## config.mk

```make
export PLATFORM = sky130hd
export DESIGN_NAME = hbModeDetect
export DESIGN_NICKNAME = d
export VERILOG_FILES = /design/src/rtl/hbModePkg.sv /design/src/rtl/hbSync.sv /design/src/rtl/hbCtrl.sv /design/src/rtl/hbDatapath.sv /design/src/rtl/hbModeDetect.sv
export SDC_FILE = /design/constraint.sdc
export NUM_CORES = 1
export LEC_CHECK = 0
export CAP_MARGIN = 20
export CORE_ASPECT_RATIO = 0.9
export CORE_UTILIZATION = 29
export CTS_CLUSTER_SIZE = 28
export DETAILED_ROUTE_END_ITERATION = 10
export HOLD_SLACK_MARGIN = 0.08
export PLACE_DENSITY = 0.76
export SYNTH_ARGS = -nofsm -noshare
export SYNTH_HDL_FRONTEND = slang
export SYNTH_SLANG_ARGS = --single-unit
```

## constraint.sdc

```tcl
create_clock -name clk -period 2.4 [get_ports clk]
set_clock_uncertainty 0.2 [all_clocks]
set_input_delay 0.72 -clock clk [delete_from_list [all_inputs] [get_ports clk]]
set_output_delay 0.72 -clock clk [all_outputs]
set_load 0.02 [all_outputs]
```

## src/rtl/hbModePkg.sv

```systemverilog
package hbModePkg;
  // Control-to-datapath strobe bundle
  typedef struct packed {
    logic rdReq;   // read request, before address gating
    logic wrReq;   // write request, before address gating
    logic unconf;  // mode entered, confirming write still pending
  } hbStrobeT;
endpackage

```

## src/rtl/hbSync.sv

```systemverilog
module hbSync #(
  parameter int W      = 2,
  parameter int STAGES = 2
) (
  input  logic         clk,
  input  logic         rstN,
  input  logic [W-1:0] dinN,
  output logic [W-1:0] lvl
);
  logic [W-1:0] stg [STAGES];

  always_ff @(posedge clk or negedge rstN) begin
    if (!rstN) begin
      for (int i = 0; i < STAGES; i++) stg[i] <= '1;
    end else begin
      stg[0] <= dinN;
      for (int i = 1; i < STAGES; i++) stg[i] <= stg[i-1];
    end
  end

  // active-high assertion level
  assign lvl = ~stg[STAGES-1];
endmodule

```

## src/rtl/hbCtrl.sv

```systemverilog
module hbCtrl
  import hbModePkg::*;
(
  input  logic     clk,
  input  logic     rstN,
  input  logic     rdLvl,    // read pin / data strobe asserted
  input  logic     wrLvl,    // write pin asserted / R/nW low
  input  logic     addrHit,
  output hbStrobeT strb,
  output logic     m68kMode
);
  logic rdPrev, wrPrev, unconfQ;
  logic enterM68k, rdReqC, wrReqC;

  always_comb begin
    enterM68k = !m68kMode && rdLvl && wrLvl;
    if (!m68kMode) begin
      rdReqC = rdLvl && !rdPrev && !wrLvl;
      wrReqC = !wrLvl && wrPrev && !rdLvl;
    end else begin
      rdReqC = rdLvl && !rdPrev && !wrLvl;   // DS falls, R/nW high
      wrReqC = !rdLvl && rdPrev && wrPrev;   // DS rises, R/nW was low
    end
  end

  always_ff @(posedge clk or negedge rstN) begin
    if (!rstN) begin
      rdPrev   <= 1'b0;
      wrPrev   <= 1'b0;
      m68kMode <= 1'b0;
      unconfQ  <= 1'b0;
    end else begin
      rdPrev <= rdLvl;
      wrPrev <= wrLvl;
      if (enterM68k) begin
        m68kMode <= 1'b1;
        unconfQ  <= 1'b1;
      end else if (m68kMode && wrReqC && addrHit) begin
        unconfQ  <= 1'b0;
      end
    end
  end

  assign strb.rdReq  = rdReqC;
  assign strb.wrReq  = wrReqC;
  assign strb.unconf = unconfQ;
endmodule

```

## src/rtl/hbDatapath.sv

```systemverilog
module hbDatapath
  import hbModePkg::*;
#(
  parameter int ADDR_W = 16,
  parameter int BASE_W = 12,
  parameter int DATA_W = 16,
  localparam int OFFS_W = ADDR_W - BASE_W
) (
  input  logic              clk,
  input  logic              rstN,
  input  hbStrobeT          strb,
  input  logic [ADDR_W-1:0] addr,
  input  logic [BASE_W-1:0] baseAddr,
  input  logic [DATA_W-1:0] coreRdData,
  output logic              addrHit,
  output logic              rdEn,
  output logic              wrEn,
  output logic [OFFS_W-1:0] accOffset,
  output logic [DATA_W-1:0] rdDataOut
);
  assign addrHit = (addr[ADDR_W-1:OFFS_W] == baseAddr);

  always_ff @(posedge clk or negedge rstN) begin
    if (!rstN) begin
      rdEn      <= 1'b0;
      wrEn      <= 1'b0;
      accOffset <= '0;
    end else begin
      rdEn <= strb.rdReq && addrHit;
      wrEn <= strb.wrReq && addrHit;
      if ((strb.rdReq || strb.wrReq) && addrHit)
        accOffset <= addr[OFFS_W-1:0];
    end
  end

  assign rdDataOut = strb.unconf ? '0 : coreRdData;
endmodule

```

## src/rtl/hbModeDetect.sv

```systemverilog
module hbModeDetect
  import hbModePkg::*;
#(
  parameter int ADDR_W      = 16,
  parameter int BASE_W      = 12,
  parameter int DATA_W      = 16,
  parameter int SYNC_STAGES = 2,
  localparam int OFFS_W     = ADDR_W - BASE_W
) (
  input  logic              clk,
  input  logic              rstN,
  input  logic              rdStrbN,
  input  logic              wrStrbN,
  input  logic [ADDR_W-1:0] addr,
  input  logic [BASE_W-1:0] baseAddr,
  input  logic [DATA_W-1:0] coreRdData,
  output logic              rdEn,
  output logic              wrEn,
  output logic [OFFS_W-1:0] accOffset,
  output logic [DATA_W-1:0] rdDataOut,
  output logic              m68kMode,
  output logic              unconfirmed
);
  logic [1:0] pinLvl;
  logic       addrHit;
  hbStrobeT   strb;

  hbSync #(.W(2), .STAGES(SYNC_STAGES)) uSync (
    .clk(clk), .rstN(rstN), .dinN({wrStrbN, rdStrbN}), .lvl(pinLvl)
  );

  hbCtrl uCtrl (
    .clk(clk), .rstN(rstN), .rdLvl(pinLvl[0]), .wrLvl(pinLvl[1]),
    .addrHit(addrHit), .strb(strb), .m68kMode(m68kMode)
  );

  hbDatapath #(.ADDR_W(ADDR_W), .BASE_W(BASE_W), .DATA_W(DATA_W)) uDp (
    .clk(clk), .rstN(rstN), .strb(strb), .addr(addr), .baseAddr(baseAddr),
    .coreRdData(coreRdData), .addrHit(addrHit), .rdEn(rdEn), .wrEn(wrEn),
    .accOffset(accOffset), .rdDataOut(rdDataOut)
  );

  assign unconfirmed = strb.unconf;
endmodule

```

==> flow_metrics.env <==
export IMPL_status="complete, no violations"
export IMPL_synth_cells=64
export IMPL_grt_pass1_vias=762
export IMPL_cts_buffers=3
export IMPL_ys_ff_latch=14
export IMPL_die_h_um=49.7
export IMPL_final_area_um2=1520
export IMPL_cp_startpoint="coreRdData[8]"
export IMPL_critical_path_required_ns=1.48
export IMPL_maxSlewViolCount=0
export IMPL_p_leak_nw=0.680
export IMPL_rows=16
export IMPL_diodes=0
export IMPL_vias=749
export IMPL_synth_top_flop_cell="dfrtp_1"
export IMPL_synth_edff_count=0
export IMPL_synthArstFlopShare=1.00
export IMPL_n_fill_cell=195
export IMPL_cp_start_kind="primary input"
export IMPL_cts_sinks=14
export IMPL_final_util=0.664
export IMPL_ant_nets=0
export IMPL_slowest_stage="clkdlybuf4s50_1"
export IMPL_ios=72
export IMPL_cp_cell_sequence="clkdlybuf4s50_1 -> nor2b_1 -> buf_4"
export IMPL_reg2reg_to="uDp.accOffset[2]"
export IMPL_cts_hold_buf=0
export IMPL_min_from="uSync.stg[3]"
export IMPL_start_util=0.322
export IMPL_fin_tns_setup_ns=0
export IMPL_setup_violations=0
export IMPL_tightest_slew_ns=0.574
export IMPL_cellPowerDensity_nw_per_um2=349
export IMPL_grt_pass1_wl_um=3130
export IMPL_reg2reg_depth=4
export IMPL_hold_depth=0
export IMPL_areaGrowthSynthToFinish_pct=106
export IMPL_max_cap_viol_count=0
export IMPL_critical_path_arrival_ns=1.44
export IMPL_synthTopCellsByArea="dfrtp_1 (34%), dfstp_2 (14%), xor2_1 (14%)"
export IMPL_setup_worst_path_class="in -> out"
export IMPL_die_area_um2=2740
export IMPL_nNetsFinal=189
export IMPL_first_pass_iters=2
export IMPL_ys_types=18
export IMPL_finalHoldViolations=0
export IMPL_via_per_inst=4.49
export IMPL_slowest_delay_ns=0.44
export IMPL_ys_seq_area_frac=0.484
export IMPL_cts_tree="built"
export IMPL_synth_fp_nets=112
export IMPL_die_w_um=55.0
export IMPL_whs_endpoint="uSync.stg[1]"
export IMPL_crit_fanout=1
export IMPL_clk_latency_ns=0.27
export IMPL_hold_class="reg -> reg"
export IMPL_grt_overflow_total=0
export IMPL_clock_tree_root_cell="clkbuf_4"
export IMPL_rrSetupSlack_ns=0.53
export IMPL_io_buffers=71
export IMPL_rr_startpoint="uSync.stg[1]"
export IMPL_routabilityCongestion=0.676
export IMPL_crit_path_end_kind="output pin"
export IMPL_coreArea_um2=2280
export IMPL_synth_top_area_share=0.341
export IMPL_grt_start_max_net_pins=18
export IMPL_syn_avg_cell_area_um2=11.5
export IMPL_fin_crit_sh=0.984
export IMPL_ir_worst_vdd_uv=385
export IMPL_wire_per_inst_um=12.3
export IMPL_drc=0
export IMPL_dp_hpwl_um=1740
export IMPL_synth_area_um2=734
export IMPL_yosys_warnings=0
export IMPL_track_usage=0.160
export IMPL_layout_drive_gt1_share=0.293
export IMPL_clock_fmax_ghz=0.423
export IMPL_cts_max_level=1
export IMPL_relSlewSlack=0.616
export IMPL_routed_wl_um=2050
export IMPL_fin_crit_ns=2.36
export IMPL_place_area_um2=1480
export IMPL_drt_iter0_markers=2
export IMPL_yosysTopAreaCell="dfrtp_1"
export IMPL_rsz0062_at_grt="no"
export IMPL_antenna_found_initial=0
export IMPL_cts_max_path_buffers=2
export IMPL_whs_ns=0.158
export IMPL_clkTransAtPathRegs_ns=0.08
-- worst max-delay path by stage --
stage / end / slack, ns / cells past startpoint
floorplan: uCtrl.unconfQ / 0.38 / 4
global route: rdDataOut[14] / 0.003 / 3
finish: rdDataOut[8] / 0.04 / 3
CTS: rdDataOut[13] / 0.004 / 3
detailed placement: rdDataOut[13] / -0.45 / 3
global placement: rdDataOut[13] / -0.44 / 3
-- critical path, delay by kind of cell --
family / cells / cell delay [ns]
buffers and inverters: 2 / 0.59
and+or+nand+nor: 1 / 0.13
-- flip-flops by register name, indices dropped and copies added (netlist names) --
signal / cells
uDp.accOffset: 4
uSync.stg: 4
uCtrl.m68kMode: 1
uCtrl.rdPrev: 1
uCtrl.unconfQ: 1
uCtrl.wrPrev: 1
uDp.rdEn: 1
uDp.wrEn: 1
-- area by class of cell --
cell class	count	area (um2)	share of cell area
sequential	14	357	0.235
inverter	2	7.51	0.00495
timing repair buffer	73	688	0.454
tap	27	33.8	0.0223
clock buffer	4	36.3	0.0239
multi-input combinational	47	393	0.259
-- layout by cell type, fill, tap and decap left out --
cell type,n
or3b_1,1
dfrtp_1,9
nor3_1,2
dlymetal6s2s_1,2
nand2_1,2
mux2i_1,1
clkbuf_8,1
dfstp_2,4
mux2_2,4
buf_2,4
clkdlybuf4s50_1,53
nor2b_1,10
buf_4,12
buf_6,2
inv_1,2
nor2b_4,2
xor2_1,12
nand4_2,1
o32a_1,1
nor4_2,3
nor2_1,1
o21ai_1,1
o21bai_1,1
clkbuf_4,3
nor2b_2,4
dfrtp_2,1
nand3_1,1
-- where the power goes --
group | internal, W | switching, W
logic | 0.0000851 | 0.0000334
registers | 0.000244 | 0.00000348
clock network | 0.0000922 | 0.0000711
-- kinds of logic after synthesis --
kind of cell,after synthesis,share of synthesized area
and+or+nand+nor,27,0.252
DFF,14,0.484
xor gates and xnor gates,12,0.143
muxes,5,0.0750
AOI/OAI and AO/OA,3,0.0307
buffers and inverters,3,0.0153
-- stage by stage --
stage	worst slack [ns]	power (W)	instances
3_5_place_dp	-0.452	0.000369	161
3_3_place_gp	-0.436	0.000366	161
4_1_cts	0.00378	0.000538	166
6_report	0.0384	0.000529	167
2_1_floorplan	0.383	0.000280	64
5_1_grt	0.00304	0.000559	167
-- per-layer routing --
| metal | wire length, um | track usage |
|---|---|---|
| met1 | 717 | 0.166 |
| met2 | 1060 | 0.285 |
| met3 | 223 | 0.0432 |
| met4 | 48 | 0.0708 |
| met5 | 0 | 0 |
-- synthesized netlist by cell type (2+ instances only) --
cell type and instances:
nor4_2 3, nor2b_1 16, inv_1 2, dfstp_2 4, mux2_2 4, nand2_1 2
nor3_1 2, dfrtp_1 10, xor2_1 12
-- repair_timing --
action                                  CTS  global route
gates resized for setup                  66            23
pin swaps                                 0             1
endpoints found under the setup margin   17            13
buffers inserted                          1             1
Power figures use the tool's default switching activity.
